### src/rtl/led_ctrl_pkg.sv
package led_ctrl_pkg;

    localparam int CODE_W    = 3;
    localparam int NUM_REGS  = 1 << CODE_W;
    localparam int REG_FMODE = 0;
    localparam int REG_FLVL  = 1;
    localparam int REG_BLVL  = 2;
    localparam int BAY_BASE  = 3;
    localparam int NUM_BAYS  = NUM_REGS - BAY_BASE;
    localparam int PHASES    = 12;   // common multiple of the 4- and 6-tick cycles
    localparam int PH_W      = 4;
    localparam int PWM_SLOTS = 7;

    typedef logic [CODE_W-1:0] code_t;
    typedef logic [PH_W-1:0]   phase_t;

    // Returns {blue, red} for a mode code at a phase.
    function automatic logic [1:0] pattern_bits(code_t code, phase_t ph,
                                                logic is_bay, logic busy);
        logic [1:0] r;
        logic       first_half;
        phase_t     m6;
        first_half = (ph[1:0] < 2'd2);
        m6 = (ph >= phase_t'(6)) ? ph - phase_t'(6) : ph;
        case (code)
            3'd0: r = 2'b00;
            3'd1: r = is_bay ? {~busy, 1'b0} : 2'b10;
            3'd2: r = 2'b01;
            3'd3: r = first_half ? 2'b10 : 2'b00;
            3'd4: r = first_half ? 2'b01 : 2'b00;
            3'd5: r = (m6 < phase_t'(5)) ? 2'b10 : 2'b01;
            3'd6: r = first_half ? 2'b10 : 2'b01;
            default: r = is_bay ? 2'b10 : ((m6 == '0) ? 2'b10 : 2'b00);
        endcase
        return r;
    endfunction

endpackage

### src/rtl/led_regfile.sv
module led_regfile
    import led_ctrl_pkg::*;
(
    input  logic                          clk,
    input  logic                          rst_n,
    input  logic [CODE_W-1:0]             addr_in,
    input  logic [CODE_W-1:0]             data_in,
    input  logic                          stb_in,
    output logic [NUM_REGS-1:0][CODE_W-1:0] regs_o,
    output logic                          wr_o,
    output logic [CODE_W-1:0]             wr_addr_o
);

    typedef struct packed {
        logic [CODE_W-1:0]               addr_s1;
        logic [CODE_W-1:0]               addr_s2;
        logic [CODE_W-1:0]               data_s1;
        logic [CODE_W-1:0]               data_s2;
        logic                            stb_s1;
        logic                            stb_s2;
        logic                            stb_prev;
        logic [NUM_REGS-1:0][CODE_W-1:0] regs;
    } rf_state_t;

    rf_state_t st_d, st_q;
    logic      wr_edge;

    assign wr_edge = st_q.stb_s2 & ~st_q.stb_prev;

    always_comb begin
        st_d          = st_q;
        st_d.addr_s1  = addr_in;
        st_d.addr_s2  = st_q.addr_s1;
        st_d.data_s1  = data_in;
        st_d.data_s2  = st_q.data_s1;
        st_d.stb_s1   = stb_in;
        st_d.stb_s2   = st_q.stb_s1;
        st_d.stb_prev = st_q.stb_s2;
        if (wr_edge) begin
            st_d.regs[st_q.addr_s2] = st_q.data_s2;
        end
    end

    always_ff @(posedge clk or negedge rst_n) begin
        if (!rst_n) begin
            st_q <= '0;
        end else begin
            st_q <= st_d;
        end
    end

    assign regs_o    = st_q.regs;
    assign wr_o      = wr_edge;
    assign wr_addr_o = st_q.addr_s2;

    assert_regs_hold_R1: assert property (@(posedge clk) disable iff (!rst_n)
        !wr_edge |=> $stable(st_q.regs));

    assert_commit_value_R1: assert property (@(posedge clk) disable iff (!rst_n)
        wr_edge |=> (st_q.regs[$past(st_q.addr_s2)] == $past(st_q.data_s2)));

endmodule

### src/rtl/led_phase_timer.sv
module led_phase_timer
    import led_ctrl_pkg::*;
#(
    parameter int TICK_CYCLES = 62_500_000
) (
    input  logic   clk,
    input  logic   rst_n,
    input  logic   restart,
    output phase_t phase_o
);

    localparam int CNT_W = (TICK_CYCLES > 1) ? $clog2(TICK_CYCLES) : 1;
    localparam logic [CNT_W-1:0] CNT_LAST = CNT_W'(TICK_CYCLES - 1);
    localparam phase_t PH_LAST = phase_t'(PHASES - 1);

    typedef struct packed {
        logic [CNT_W-1:0] cnt;
        phase_t           phase;
    } tm_state_t;

    tm_state_t st_d, st_q;

    always_comb begin
        st_d = st_q;
        if (restart) begin
            st_d.cnt   = '0;
            st_d.phase = '0;
        end else if (st_q.cnt == CNT_LAST) begin
            st_d.cnt   = '0;
            st_d.phase = (st_q.phase == PH_LAST) ? '0 : st_q.phase + phase_t'(1);
        end else begin
            st_d.cnt = st_q.cnt + CNT_W'(1);
        end
    end

    always_ff @(posedge clk or negedge rst_n) begin
        if (!rst_n) begin
            st_q <= '0;
        end else begin
            st_q <= st_d;
        end
    end

    assign phase_o = st_q.phase;

    assert_phase_range_R5: assert property (@(posedge clk) disable iff (!rst_n)
        st_q.phase <= PH_LAST);

    assert_phase_steady_R8: assert property (@(posedge clk) disable iff (!rst_n)
        (!restart && st_q.cnt != CNT_LAST) |=> $stable(st_q.phase));

    assert_restart_zero_R8: assert property (@(posedge clk) disable iff (!rst_n)
        restart |=> (st_q.phase == '0));

endmodule

### src/rtl/led_pwm_slot.sv
module led_pwm_slot
    import led_ctrl_pkg::*;
#(
    parameter int SLOT_CYCLES = 2_000
) (
    input  logic       clk,
    input  logic       rst_n,
    output logic [2:0] slot_o
);

    localparam int DIV_W = $clog2(SLOT_CYCLES + 1);
    localparam logic [DIV_W-1:0] DIV_LAST = DIV_W'(SLOT_CYCLES - 1);
    localparam logic [2:0] SLOT_LAST = 3'(PWM_SLOTS - 1);

    typedef struct packed {
        logic [DIV_W-1:0] div;
        logic [2:0]       slot;
    } pw_state_t;

    pw_state_t st_d, st_q;

    always_comb begin
        st_d = st_q;
        if (st_q.div == DIV_LAST) begin
            st_d.div  = '0;
            st_d.slot = (st_q.slot == SLOT_LAST) ? 3'd0 : st_q.slot + 3'd1;
        end else begin
            st_d.div = st_q.div + DIV_W'(1);
        end
    end

    always_ff @(posedge clk or negedge rst_n) begin
        if (!rst_n) begin
            st_q <= '0;
        end else begin
            st_q <= st_d;
        end
    end

    assign slot_o = st_q.slot;

    assert_slot_range_R4: assert property (@(posedge clk) disable iff (!rst_n)
        st_q.slot <= SLOT_LAST);

endmodule

### src/rtl/led_act_stretch.sv
module led_act_stretch #(
    parameter int HOLD_CYCLES = 6_250_000
) (
    input  logic clk,
    input  logic rst_n,
    input  logic act_in,
    output logic busy_o
);

    localparam int HOLD_W = $clog2(HOLD_CYCLES + 1);

    typedef struct packed {
        logic              act_s1;
        logic              act_s2;
        logic [HOLD_W-1:0] hold;
    } as_state_t;

    as_state_t st_d, st_q;

    always_comb begin
        st_d        = st_q;
        st_d.act_s1 = act_in;
        st_d.act_s2 = st_q.act_s1;
        if (st_q.act_s2) begin
            st_d.hold = HOLD_W'(HOLD_CYCLES);
        end else if (st_q.hold != '0) begin
            st_d.hold = st_q.hold - HOLD_W'(1);
        end
    end

    always_ff @(posedge clk or negedge rst_n) begin
        if (!rst_n) begin
            st_q <= '0;
        end else begin
            st_q <= st_d;
        end
    end

    assign busy_o = (st_q.hold != '0);

    assert_idle_without_pulse_R7: assert property (@(posedge clk) disable iff (!rst_n)
        (!busy_o && !st_q.act_s2) |=> !busy_o);

endmodule

### src/rtl/led_strobe_ctrl.sv
module led_strobe_ctrl
    import led_ctrl_pkg::*;
#(
    parameter int TICK_CYCLES = 62_500_000,
    parameter int SLOT_CYCLES = 2_000,
    parameter int HOLD_CYCLES = 6_250_000
) (
    input  logic                clk,
    input  logic                rst_n,
    input  logic [2:0]          bus_addr,
    input  logic [2:0]          bus_data,
    input  logic                bus_stb,
    input  logic [NUM_BAYS-1:0] sata_act,
    output logic                front_blue,
    output logic                front_red,
    output logic [NUM_BAYS-1:0] bay_blue,
    output logic [NUM_BAYS-1:0] bay_red
);

    logic [NUM_REGS-1:0][CODE_W-1:0] regs;
    logic                            wr;
    logic [CODE_W-1:0]               wr_addr;
    logic [2:0]                      slot;
    phase_t                          front_phase;
    logic                            front_pwm;
    logic                            bay_pwm;
    logic [1:0]                      front_pat;

    led_regfile u_regs (
        .clk       (clk),
        .rst_n     (rst_n),
        .addr_in   (bus_addr),
        .data_in   (bus_data),
        .stb_in    (bus_stb),
        .regs_o    (regs),
        .wr_o      (wr),
        .wr_addr_o (wr_addr)
    );

    led_pwm_slot #(.SLOT_CYCLES(SLOT_CYCLES)) u_pwm (
        .clk    (clk),
        .rst_n  (rst_n),
        .slot_o (slot)
    );

    led_phase_timer #(.TICK_CYCLES(TICK_CYCLES)) u_front_tm (
        .clk     (clk),
        .rst_n   (rst_n),
        .restart (wr && wr_addr == CODE_W'(REG_FMODE)),
        .phase_o (front_phase)
    );

    always_comb begin
        front_pwm  = (slot < regs[REG_FLVL]);
        bay_pwm    = (slot < regs[REG_BLVL]);
        front_pat  = pattern_bits(regs[REG_FMODE], front_phase, 1'b0, 1'b0);
        front_blue = front_pat[1] & front_pwm;
        front_red  = front_pat[0] & front_pwm;
    end

    for (genvar g = 0; g < NUM_BAYS; g++) begin : g_bay
        phase_t     phase;
        logic       busy;
        logic [1:0] pat;

        led_phase_timer #(.TICK_CYCLES(TICK_CYCLES)) u_tm (
            .clk     (clk),
            .rst_n   (rst_n),
            .restart (wr && wr_addr == CODE_W'(BAY_BASE + g)),
            .phase_o (phase)
        );

        led_act_stretch #(.HOLD_CYCLES(HOLD_CYCLES)) u_act (
            .clk    (clk),
            .rst_n  (rst_n),
            .act_in (sata_act[g]),
            .busy_o (busy)
        );

        always_comb begin
            pat         = pattern_bits(regs[BAY_BASE + g], phase, 1'b1, busy);
            bay_blue[g] = pat[1] & bay_pwm;
            bay_red[g]  = pat[0] & bay_pwm;
        end

        assert_bay_excl_R9: assert property (@(posedge clk) disable iff (!rst_n)
            !(bay_blue[g] && bay_red[g]));

        assert_bay_dark_busy_R7: assert property (@(posedge clk) disable iff (!rst_n)
            (regs[BAY_BASE + g] == 3'd1 && busy) |-> (!bay_blue[g] && !bay_red[g]));
    end

    assert_front_excl_R9: assert property (@(posedge clk) disable iff (!rst_n)
        !(front_blue && front_red));

    assert_front_off_R5: assert property (@(posedge clk) disable iff (!rst_n)
        (regs[REG_FMODE] == 3'd0 || regs[REG_FLVL] == 3'd0) |-> (!front_blue && !front_red));

endmodule

### config.mk
export PLATFORM = sky130hd
export DESIGN_NAME = led_strobe_ctrl
export DESIGN_NICKNAME = d
export VERILOG_FILES = /design/src/rtl/led_ctrl_pkg.sv /design/src/rtl/led_regfile.sv /design/src/rtl/led_phase_timer.sv /design/src/rtl/led_pwm_slot.sv /design/src/rtl/led_act_stretch.sv /design/src/rtl/led_strobe_ctrl.sv
export SDC_FILE = /design/constraint.sdc
export NUM_CORES = 1
export LEC_CHECK = 0
export ABC_AREA = 1
export BUFFER_PORTS_ARGS = -buffer_cell sky130_fd_sc_hd__buf_4
export CAP_MARGIN = 20
export CORE_ASPECT_RATIO = 0.9
export CORE_MARGIN = 4
export CORE_UTILIZATION = 40
export CTS_BUF_LIST = sky130_fd_sc_hd__clkbuf_8
export DETAILED_ROUTE_END_ITERATION = 8
export GPL_TIMING_DRIVEN = 0
export PLACE_DENSITY = 0.56
export SLEW_MARGIN = 20
export SYNTH_ARGS = -nofsm -noshare
export SYNTH_HDL_FRONTEND = slang
export SYNTH_SLANG_ARGS = --single-unit
### constraint.sdc
create_clock -name clk -period 2.99 [get_ports clk]
set_input_delay 0.598 -clock clk [delete_from_list [all_inputs] [get_ports clk]]
set_output_delay 0.598 -clock clk [all_outputs]
set_load 0.02 [all_outputs]
==> results.ini, run 1 <==
[status]
outcome=finished, final reports clean

[power_and_ir_drop]
pwr-share-clk=0.367
pwr-share-comb=0.178
p_sw_mw=3.96
power_leakage_nw=10.7
netSwitchingFraction=0.314
power_frac_seq=0.456
power_density_nw_per_um2=532
internal-power_mw=8.68
peakVddDrop_v=0.000459

[place]
placed_cells=3529
postPlaceCellArea_sq_um=21800
routabilityCongestion=0.885
placement.io_buffers=25
place_hpwl_microns=36300

[layout]
area_growth_syn_to_layout_pct=15.2
fin_cells=3683
n_antenna_cell=0
drive_gt1_frac=0.130
stdcell_area_sq_um=23800
nNetsFinal=3001

[sta]
maxSlewHeadroom=0.584
fin_tns_setup_ps=0
finalCriticalPeriod_ps=2860
skew_ps=26.1
grt_setup_unrepaired=true
drv_slew=0
period_share=0.956
final_hold_viol_count=0
max_freq_mhz=350
tightest_slew_ps=618
finalSetupViolCount=0
holdWs_ps=77.5

[setup_path]
cp-end-kind=output port
crit_buf_inv=4
path_max_fanout=3
crit_arrival_ps=2260
worst_ep_required_time_ps=2390
worst_setup_path_start_kind=flip-flop
critPathSlowestCell=dfrtp_1
path_cells=inv_2 > ha_4 > nand2_4 > nor2_4 > inv_2 > nor2_4 > nand4_1 > nand3_1 > nand2_1 > inv_2 > buf_6
crit_family=simple AND/OR/NAND/NOR gates
max_stage_delay_ps=380
critPathKind=flip-flop to output port
worst-r2r-cell-count=8
crit_path_frequent_cell=inv_2
crit_cells=11

[floorplanning]
num_io_pins=26
start_util=0.406
dieWidth_microns=247
die_y_microns=223
core_sq_um=50700
row_count=78
dieArea_sq_um=55300

[min_path]
hp-class=input port to flip-flop
whs_path_depth=1

[clocking]
h-tree-depth=3
clock-sinks=358
clock_latency_ps=640
cts_tree=done
ctsRootBufferMaster=clkbuf_8
cts_buffers=68
clockBufferDepth=3
clk_pin_slew_ps=60

[global_route]
grt_pass1_wl_microns=86300
antenna_found_initial=0
grt.total_usage=0.186
first_global_vias=17600
gr-total-overflow=0
grt_max_degree=94

[routing]
ant_nets=0
first_pass_iters=6
vias_per_cell=5.04
drc_errors=0
drt_iter0_drc=1380
wirelength_microns=50400
vias=18600
avgRoutedWirePerCell_microns=13.7

[job]
drv_cap=0

[synthesis]
synth_ff_type=dfrtp_1
syn_area_per_cell_sq_um=7.31
synthArstFlopShare=1.00
synth_seq_area_share=0.434
synthDistinctLibCells=51
syn_nets=2862
yosysWarnings=0
synthesis.area_sq_um=20600
synth_edf_count=0
netlist_instances=2820
ys_ff_latch=358

cell usage in the layout (no fill, tap or decap), drive strengths merged, types with 3 or more instances in the layout:
cell type	count
o21ai	119
nand3b	12
a31o	3
nor2	534
clkinv	3
nand2	649
xnor2	28
dfrtp	358
o211ai	4
and3	5
buf	77
nor4	12
ha	28
o21bai	7
nor3	142
or2	25
a31oi	14
nand3	244
nor3b	10
xor2	44
nand4	83
clkbuf	101
o31ai	8
inv	392
dlygate4sd3	7
a21oi	75
a22oi	5
a21boi	5
per-layer routing:
metal	up-vias	wire length [microns]	track usage	share of wire
li1	9385	-	-	-
met1	8728	24800	0.268	0.49
met2	370	21800	0.280	0.43
met3	81	2770	0.0442	0.055
met4	0	1030	0.0515	0.020
met5	-	0	0	0
power groups by stage:
| stage | sequential [mW] | clock, mW | combinational [mW] |
|---|---|---|---|
| after global placement | 5.81 | 0 | 1.99 |
| after floorplan | 5.72 | 0 | 1.48 |
| after global routing | 5.83 | 5.07 | 2.59 |
| after CTS | 5.75 | 4.86 | 2.19 |
| final | 5.76 | 4.64 | 2.25 |
| after detailed placement | 5.83 | 0 | 2.05 |
worst register-to-register path, delay by kind of cell (launching register included):
family | cells | cell delay [ps]
AND/OR/NAND/NOR | 6 | 1020
flip-flops | 1 | 410
AO/OA/AOI/OAI | 1 | 180
adder cells (fa/ha/maj) | 1 | 310
cells by family after synthesis:
logic type	count (synthesis)	synth area share
XOR/XNOR	72	0.0306
AO/OA/AOI/OAI	247	0.0662
AND/OR/NAND/NOR	1716	0.376
buffers and inverters	399	0.0762
flip-flops	358	0.434
adder cells (fa/ha/maj)	28	0.0170
what timing repair did:
item	in CTS	in global routing
buffers inserted	15	18
endpoints found under the hold margin	59	0
resized for setup	58	56
endpoints found under the setup margin	12	9
pin swaps	15	18
hold buffers	7	0
Yosys cell counts, types with 3 or more instances:
cell type  number  area share
xnor2_1        28       0.012
a31o_2          3      0.0013
nand3b_1       12      0.0044
a31oi_1        14      0.0042
nand2_1       630        0.11
a21boi_0        5      0.0018
or2_2          22      0.0067
o21bai_1        7      0.0025
nor2_2         45       0.014
nor2_1        473       0.086
nor4_1         12      0.0036
buf_2           6      0.0015
buf_4           3      0.0011
nor3_2         13      0.0063
o21ai_1        14      0.0034
o211ai_1        4      0.0015
clkbuf_1       16      0.0029
nor2_4         15      0.0082
o31ai_1         8      0.0029
nor3b_1         8      0.0029
nor3_1        128       0.031
ha_1           28       0.017
inv_1         357       0.065
nand3_1       240       0.058
and3_1          5      0.0015
a21oi_1        74       0.018
buf_6           5      0.0027
nand2_4         3      0.0016
o21ai_0       103       0.025
inv_2          10      0.0018
nand3_2         4      0.0019
nand2_2        16      0.0049
nand4_1        81       0.025
a22oi_1         5      0.0018
xor2_1         44       0.019
dfrtp_1       358        0.43
registers in the layout, summed over array words and instances (netlist names):
register,cells
u_front_tm.st_q,26
g_bay.u_act.st_d,5
u_regs.regs_o,24
u_pwm.slot_o,3
g_bay.u_tm.phase_o,20
u_regs.st_q,4
g_bay.u_act.st_q,120
u_regs.st_d,8
u_front_tm.phase_o,4
g_bay.u_tm.st_q,130
u_pwm.st_q,11
u_regs.wr_addr_o,3
layout make-up:
| cell class | count | area [sq um] |
|---|---|---|
| Buffer | 31 | 189 |
| Multi-Input combinational cell | 2063 | 10400 |
| Inverter | 368 | 1390 |
| Sequential cell | 358 | 8970 |
| Fill cell | 5143 | 27000 |
| Tap cell | 680 | 851 |
| Timing Repair Buffer | 69 | 634 |
| Clock buffer | 85 | 1170 |
| Clock inverter | 29 | 129 |
worst paths after layout:
check                                  startpoint                       to  slack [ps]
setup / recovery           g_bay[1].u_act.st_q[1]              bay_blue[1]         130
min in group asynchronous                   rst_n   g_bay[0].u_tm.st_q[17]         500
hold reg to reg                   u_regs.st_d[34]      u_regs.wr_addr_o[1]         340
setup reg to reg               u_front_tm.st_q[4]       u_front_tm.st_q[8]         990
max in group asynchronous                   rst_n   g_bay[1].u_act.st_q[5]        1320
hold / removal                        sata_act[4]  g_bay[4].u_act.st_d[23]          80
stage by stage:
| step | setup WS [ps] | util | total power, mW |
|---|---|---|---|
| finish | 132 | 0.468 | 12.6 |
| global route | -14.2 | 0.468 | 13.5 |
| CTS | 1.43 | 0.463 | 12.8 |
| detailed placement | 63.3 | 0.429 | 7.88 |
| global placement | -2320 | 0.427 | 7.80 |
| floorplan | 797 | - | 7.20 |
(Power assumes the default switching activity.)
==> run 2, diff against run 1 <==
Settings changed: CORE_UTILIZATION 40 to 55, PLACE_DENSITY 0.56 to 0.72.
==> results.ini, run 2 (synthesis results as in run 1) <==
[sta]
final_hold_viol_count=0
tightest_slew_ps=712
max_freq_mhz=345
finalSetupViolCount=0
skew_ps=22.8
holdWs_ps=63.3
maxSlewHeadroom=0.523
period_share=0.970
finalCriticalPeriod_ps=2900
drv_slew=0

[setup_path]
crit_cells=8
r2r_setup_slack_ps=470
reg2reg_to=g_bay[4].u_act.st_q[14]
crit_start=u_pwm.slot_o[2]
crit_buf_inv=3
crit_end=bay_red[3]
worst-r2r-cell-count=16
crit_path_frequent_cell=nand2_1
path_max_fanout=4
cp-end-kind=output port
crit_arrival_ps=2300
critPathKind=flip-flop to output port
max_stage_delay_ps=440
path_cells=ha_4 > nand2_1 > nand2_1 > a31oi_4 > clkinvlp_4 > buf_12 > a21oi_4 > buf_4
worst_setup_path_start_kind=flip-flop
crit_family=buffers and inverters
critPathSlowestCell=dfrtp_2
worst_ep_required_time_ps=2390
reg2reg_from=g_bay[4].u_act.st_q[1]

[global_route]
gr-total-overflow=0
grt.total_usage=0.241
grt_pass1_wl_microns=83200
grt_max_degree=99
first_global_vias=18100
antenna_found_initial=1

[clocking]
cts_tree=done
clk_pin_slew_ps=60
clockBufferDepth=3
clock-sinks=358
h-tree-depth=2
ctsRootBufferMaster=clkbuf_8
clock_latency_ps=650
cts_buffers=60

[place]
placement.io_buffers=25
routabilityCongestion=0.952
postPlaceCellArea_sq_um=21500
placed_cells=3331
place_hpwl_microns=34600

[layout]
fin_cells=3485
area_growth_syn_to_layout_pct=14.0
nNetsFinal=2997
layout_commonest_cell=nand2_1
top_register=g_bay.u_tm.st_q
fin_util=0.633
stdcell_area_sq_um=23500
drive_gt1_frac=0.126
final_cell_mix=nand2_1 (625), nor2_1 (456), inv_1 (357), dfrtp_1 (346), nand3_1 (239)
n_antenna_cell=0
reg.largest.list=g_bay.u_tm.st_q: 130 flops, g_bay.u_act.st_q: 120 flops, u_front_tm.st_q: 26 flops
largest_reg_flops=130

[job]
drv_cap=0

[power_and_ir_drop]
power_leakage_nw=10.7
power_density_nw_per_um2=542
peakVddDrop_v=0.000455

[floorplanning]
core_sq_um=37100
num_io_pins=26
dieWidth_microns=212
row_count=67
dieArea_sq_um=40700
die_y_microns=192
start_util=0.555

[routing]
drt_iter0_drc=1474
first_pass_iters=6
vias_per_cell=5.38
avgRoutedWirePerCell_microns=14.0
wirelength_microns=48600
ant_nets=0
vias=18700
drc_errors=0

[status]
outcome=finished, final reports clean

[min_path]
hp-class=input port to flip-flop

==> run 2: worst min-delay path by stage <==
stage	from	endpoint	slack, ps	depth (start not counted)
floorplan	rst_n	g_bay[0].u_act.st_d[23]	300	0
global placement	u_regs.st_d[29]	u_regs.st_q[29]	330	0
detailed placement	u_regs.st_d[35]	u_regs.wr_addr_o[2]	340	0
CTS	sata_act[2]	g_bay[2].u_act.st_d[23]	2	1
global route	sata_act[2]	g_bay[2].u_act.st_d[23]	20	1
finish	sata_act[2]	g_bay[2].u_act.st_d[23]	60	1
==> run 2: per-layer routing <==
layer / vias to the layer above / GRT usage / routed length [microns]
li1: 9415 / - / -
met1: 8652 / 0.343 / 23000
met2: 564 / 0.381 / 21700
met3: 105 / 0.0410 / 2900
met4: 0 / 0.0755 / 1070
met5: - / 0 / 0
==> run 2: timing repair <==
action,4_1_cts,5_1_grt
endpoints found under the setup margin,11,12
setup buffers,21,16
hold endpoints to repair,82,0
hold buffers,8,0
gates resized for setup,46,49
pin swaps,14,15
==> run 2: power by group <==
part           total [mW]  switching, mW  internal (mW)  leakage [nW]
Combinational        2.24           1.39          0.848          5.49
Clock                4.75           2.02           2.73         0.745
Sequential           5.76          0.472           5.29          4.46
Total                12.8           3.88           8.87          10.7
==> run 2: per-stage QoR <==
step           worst slack [ps]  TNS, ps  total power, mW
2_1_floorplan               797        0             7.20
3_3_place_gp              -2150  -754360             7.75
3_5_place_dp              -49.2    -49.2             7.84
4_1_cts                    4.30        0             12.8
5_1_grt                   -35.7    -43.7             13.5
6_report                   89.6        0             12.8
==> run 2: layout make-up <==
type	count	area [sq um]
inverters	368	1390
repair buffers	73	663
clock buffers	77	1060
plain buffers	31	189
multi-input cells	2063	10400
flip-flops and latches	358	8970
well taps	483	604
clock inverters	32	270
fillers	3287	13600
==> run 3, diff against run 2 <==
Settings changed: CORE_UTILIZATION 55 to 45, PLACE_DENSITY 0.72 to 0.61.
==> results.ini, run 3 (synthesis results as in run 1) <==
[routing]
drc_errors=0
ant_nets=0
vias=18600
wirelength_microns=49900
avgRoutedWirePerCell_microns=13.8
vias_per_cell=5.13
drt_iter0_drc=1423
first_pass_iters=6

[clocking]
clockBufferDepth=3
clk_pin_slew_ps=60
clock-sinks=358
ctsRootBufferMaster=clkbuf_8
clock_latency_ps=650
h-tree-depth=3
cts_tree=done
cts_buffers=67

[place]
routabilityCongestion=0.918
place_hpwl_microns=35500
pre_cts_slack_ps=-40.6
placed_cells=3457
placement.io_buffers=25

[layout]
fin_util=0.528
seq_area_sq_um=8970
layout_commonest_cell=nand2_1
n_fill_cell=4344
nNetsFinal=3009
area_growth_syn_to_layout_pct=16.1
fin_cells=3626
n_antenna_cell=0
reg.largest.list=g_bay.u_tm.st_q: 130 flops, g_bay.u_act.st_q: 120 flops, u_front_tm.st_q: 26 flops
final_cell_mix=nand2_1 (617), nor2_1 (451), inv_1 (358), dfrtp_1 (345), nand3_1 (236)
top_register=g_bay.u_tm.st_q
multi_input_area_sq_um=10400
largest_reg_flops=130
drive_gt1_frac=0.137

[sta]
fin_tns_setup_ps=0
finalSetupViolCount=0
period_share=0.971
maxSlewHeadroom=0.575
tightest_slew_ps=632
final_hold_viol_count=0
skew_ps=33.1
setup_slack_ps=86.7
grt_setup_unrepaired=true
drv_slew=0
max_freq_mhz=344
finalCriticalPeriod_ps=2900

[setup_path]
crit_arrival_ps=2310
critPathKind=flip-flop to output port
path_max_fanout=4
worst_ep_required_time_ps=2390
critPathSlowestCell=dfrtp_2
worst_setup_path_start_kind=flip-flop
cp-end-kind=output port
crit_path_frequent_cell=nand2_2
reg2reg_from=g_bay[4].u_act.st_q[1]
r2r_setup_slack_ps=570
worst-r2r-cell-count=16
path_cells=ha_4 > nand2_2 > nand2_2 > a31oi_4 > clkinvlp_4 > buf_12 > a21oi_2 > buf_6
max_stage_delay_ps=440
reg2reg_to=g_bay[4].u_act.st_q[21]

[global_route]
antenna_found_initial=0
first_global_vias=17700
grt.total_usage=0.206
grt_max_degree=99
gr-total-overflow=0
grt_pass1_wl_microns=85200

[power_and_ir_drop]
power_leakage_nw=10.8
peakVddDrop_v=0.000430
power_density_nw_per_um2=554

[floorplanning]
dieWidth_microns=234
core_sq_um=45400
row_count=74
num_io_pins=26
dieArea_sq_um=49300
start_util=0.455
die_y_microns=211

[status]
outcome=finished, final reports clean

[min_path]
hp-class=input port to flip-flop
hold_path.startpoint=sata_act[0]
whs_path_depth=1
hold_end=g_bay[0].u_act.st_d[23]

[job]
drv_cap=0

-- run 3: cell count changes in the layout (fill, tap and decap cells not counted), moves of 2 or more --
cell	previous run	this run
buf_4	59	61
buf_6	9	12
clkbuf_8	77	84
clkinvlp_4	3	6
inv_2	25	22
nand2_1	625	617
nand2_2	19	26
nand3_1	239	236
nand3_2	4	7
nor2_1	456	451
nor2_2	51	57
-- run 3: layout make-up --
type | instances | share of cell area
Tap cell | 608 | 0.0318
Buffer | 31 | 0.00789
Clock inverter | 36 | 0.0137
Multi-Input combinational cell | 2063 | 0.435
Inverter | 368 | 0.0579
Timing Repair Buffer | 78 | 0.0304
Clock buffer | 84 | 0.0483
Sequential cell | 358 | 0.375
-- run 3: metal layers --
metal,routed length [microns],vias up,track usage,part of all wire
li1,-,9434,-,-
met1,24100,8653,0.294,0.48
met2,21900,439,0.316,0.44
met3,2730,92,0.0436,0.055
met4,1200,0,0.0629,0.024
met5,0,-,0,0
-- run 3: worst max path at each step --
| stage | start | end | slack, ps |
|---|---|---|---|
| after CTS | g_bay[2].u_act.st_q[0] | bay_blue[2] | 0.6 |
| final | u_pwm.slot_o[2] | bay_red[2] | 90 |
| after floorplan | u_pwm.slot_o[2] | bay_red[0] | 800 |
| after global routing | u_regs.regs_o[8] | bay_red[3] | -30 |
| after detailed placement | u_pwm.slot_o[2] | bay_red[4] | -40 |
| after global placement | rst_n | g_bay[1].u_act.st_q[0] | -2250 |
-- run 3: through the flow --
stage	power [mW]	area, sq um	hold WS, ps
2_1_floorplan	7.20	20600	302
3_3_place_gp	7.78	21600	332
3_5_place_dp	7.86	21700	335
4_1_cts	13.4	23600	2.28
5_1_grt	14.1	24000	16.3
6_report	13.3	24000	74.1
-- run 3: timing repair --
action / 4_1_cts / 5_1_grt
setup buffers: 19 / 23
gates resized for setup: 42 / 70
gates cloned: 0 / 0
endpoints found under the hold margin: 40 / 0
pin swaps: 13 / 24
setup endpoints to repair: 11 / 12
hold buffers: 7 / 0
-- run 3: report_power, final --
| group | leakage [nW] | internal, mW | total (mW) | switching (mW) |
|---|---|---|---|---|
| clock | 0.808 | 3.06 | 5.26 | 2.20 |
| combinational | 5.56 | 0.867 | 2.27 | 1.40 |
| sequential | 4.46 | 5.29 | 5.76 | 0.465 |
| total | 10.8 | 9.22 | 13.3 | 4.06 |
-- run 3: worst max-delay path: cells and delay by family, from the launching register on --
family	cells	cell delay (ps)
buf+inv	3	460
flops	1	440
simple gates	2	130
fa+ha+maj	1	260
compound gates	2	370
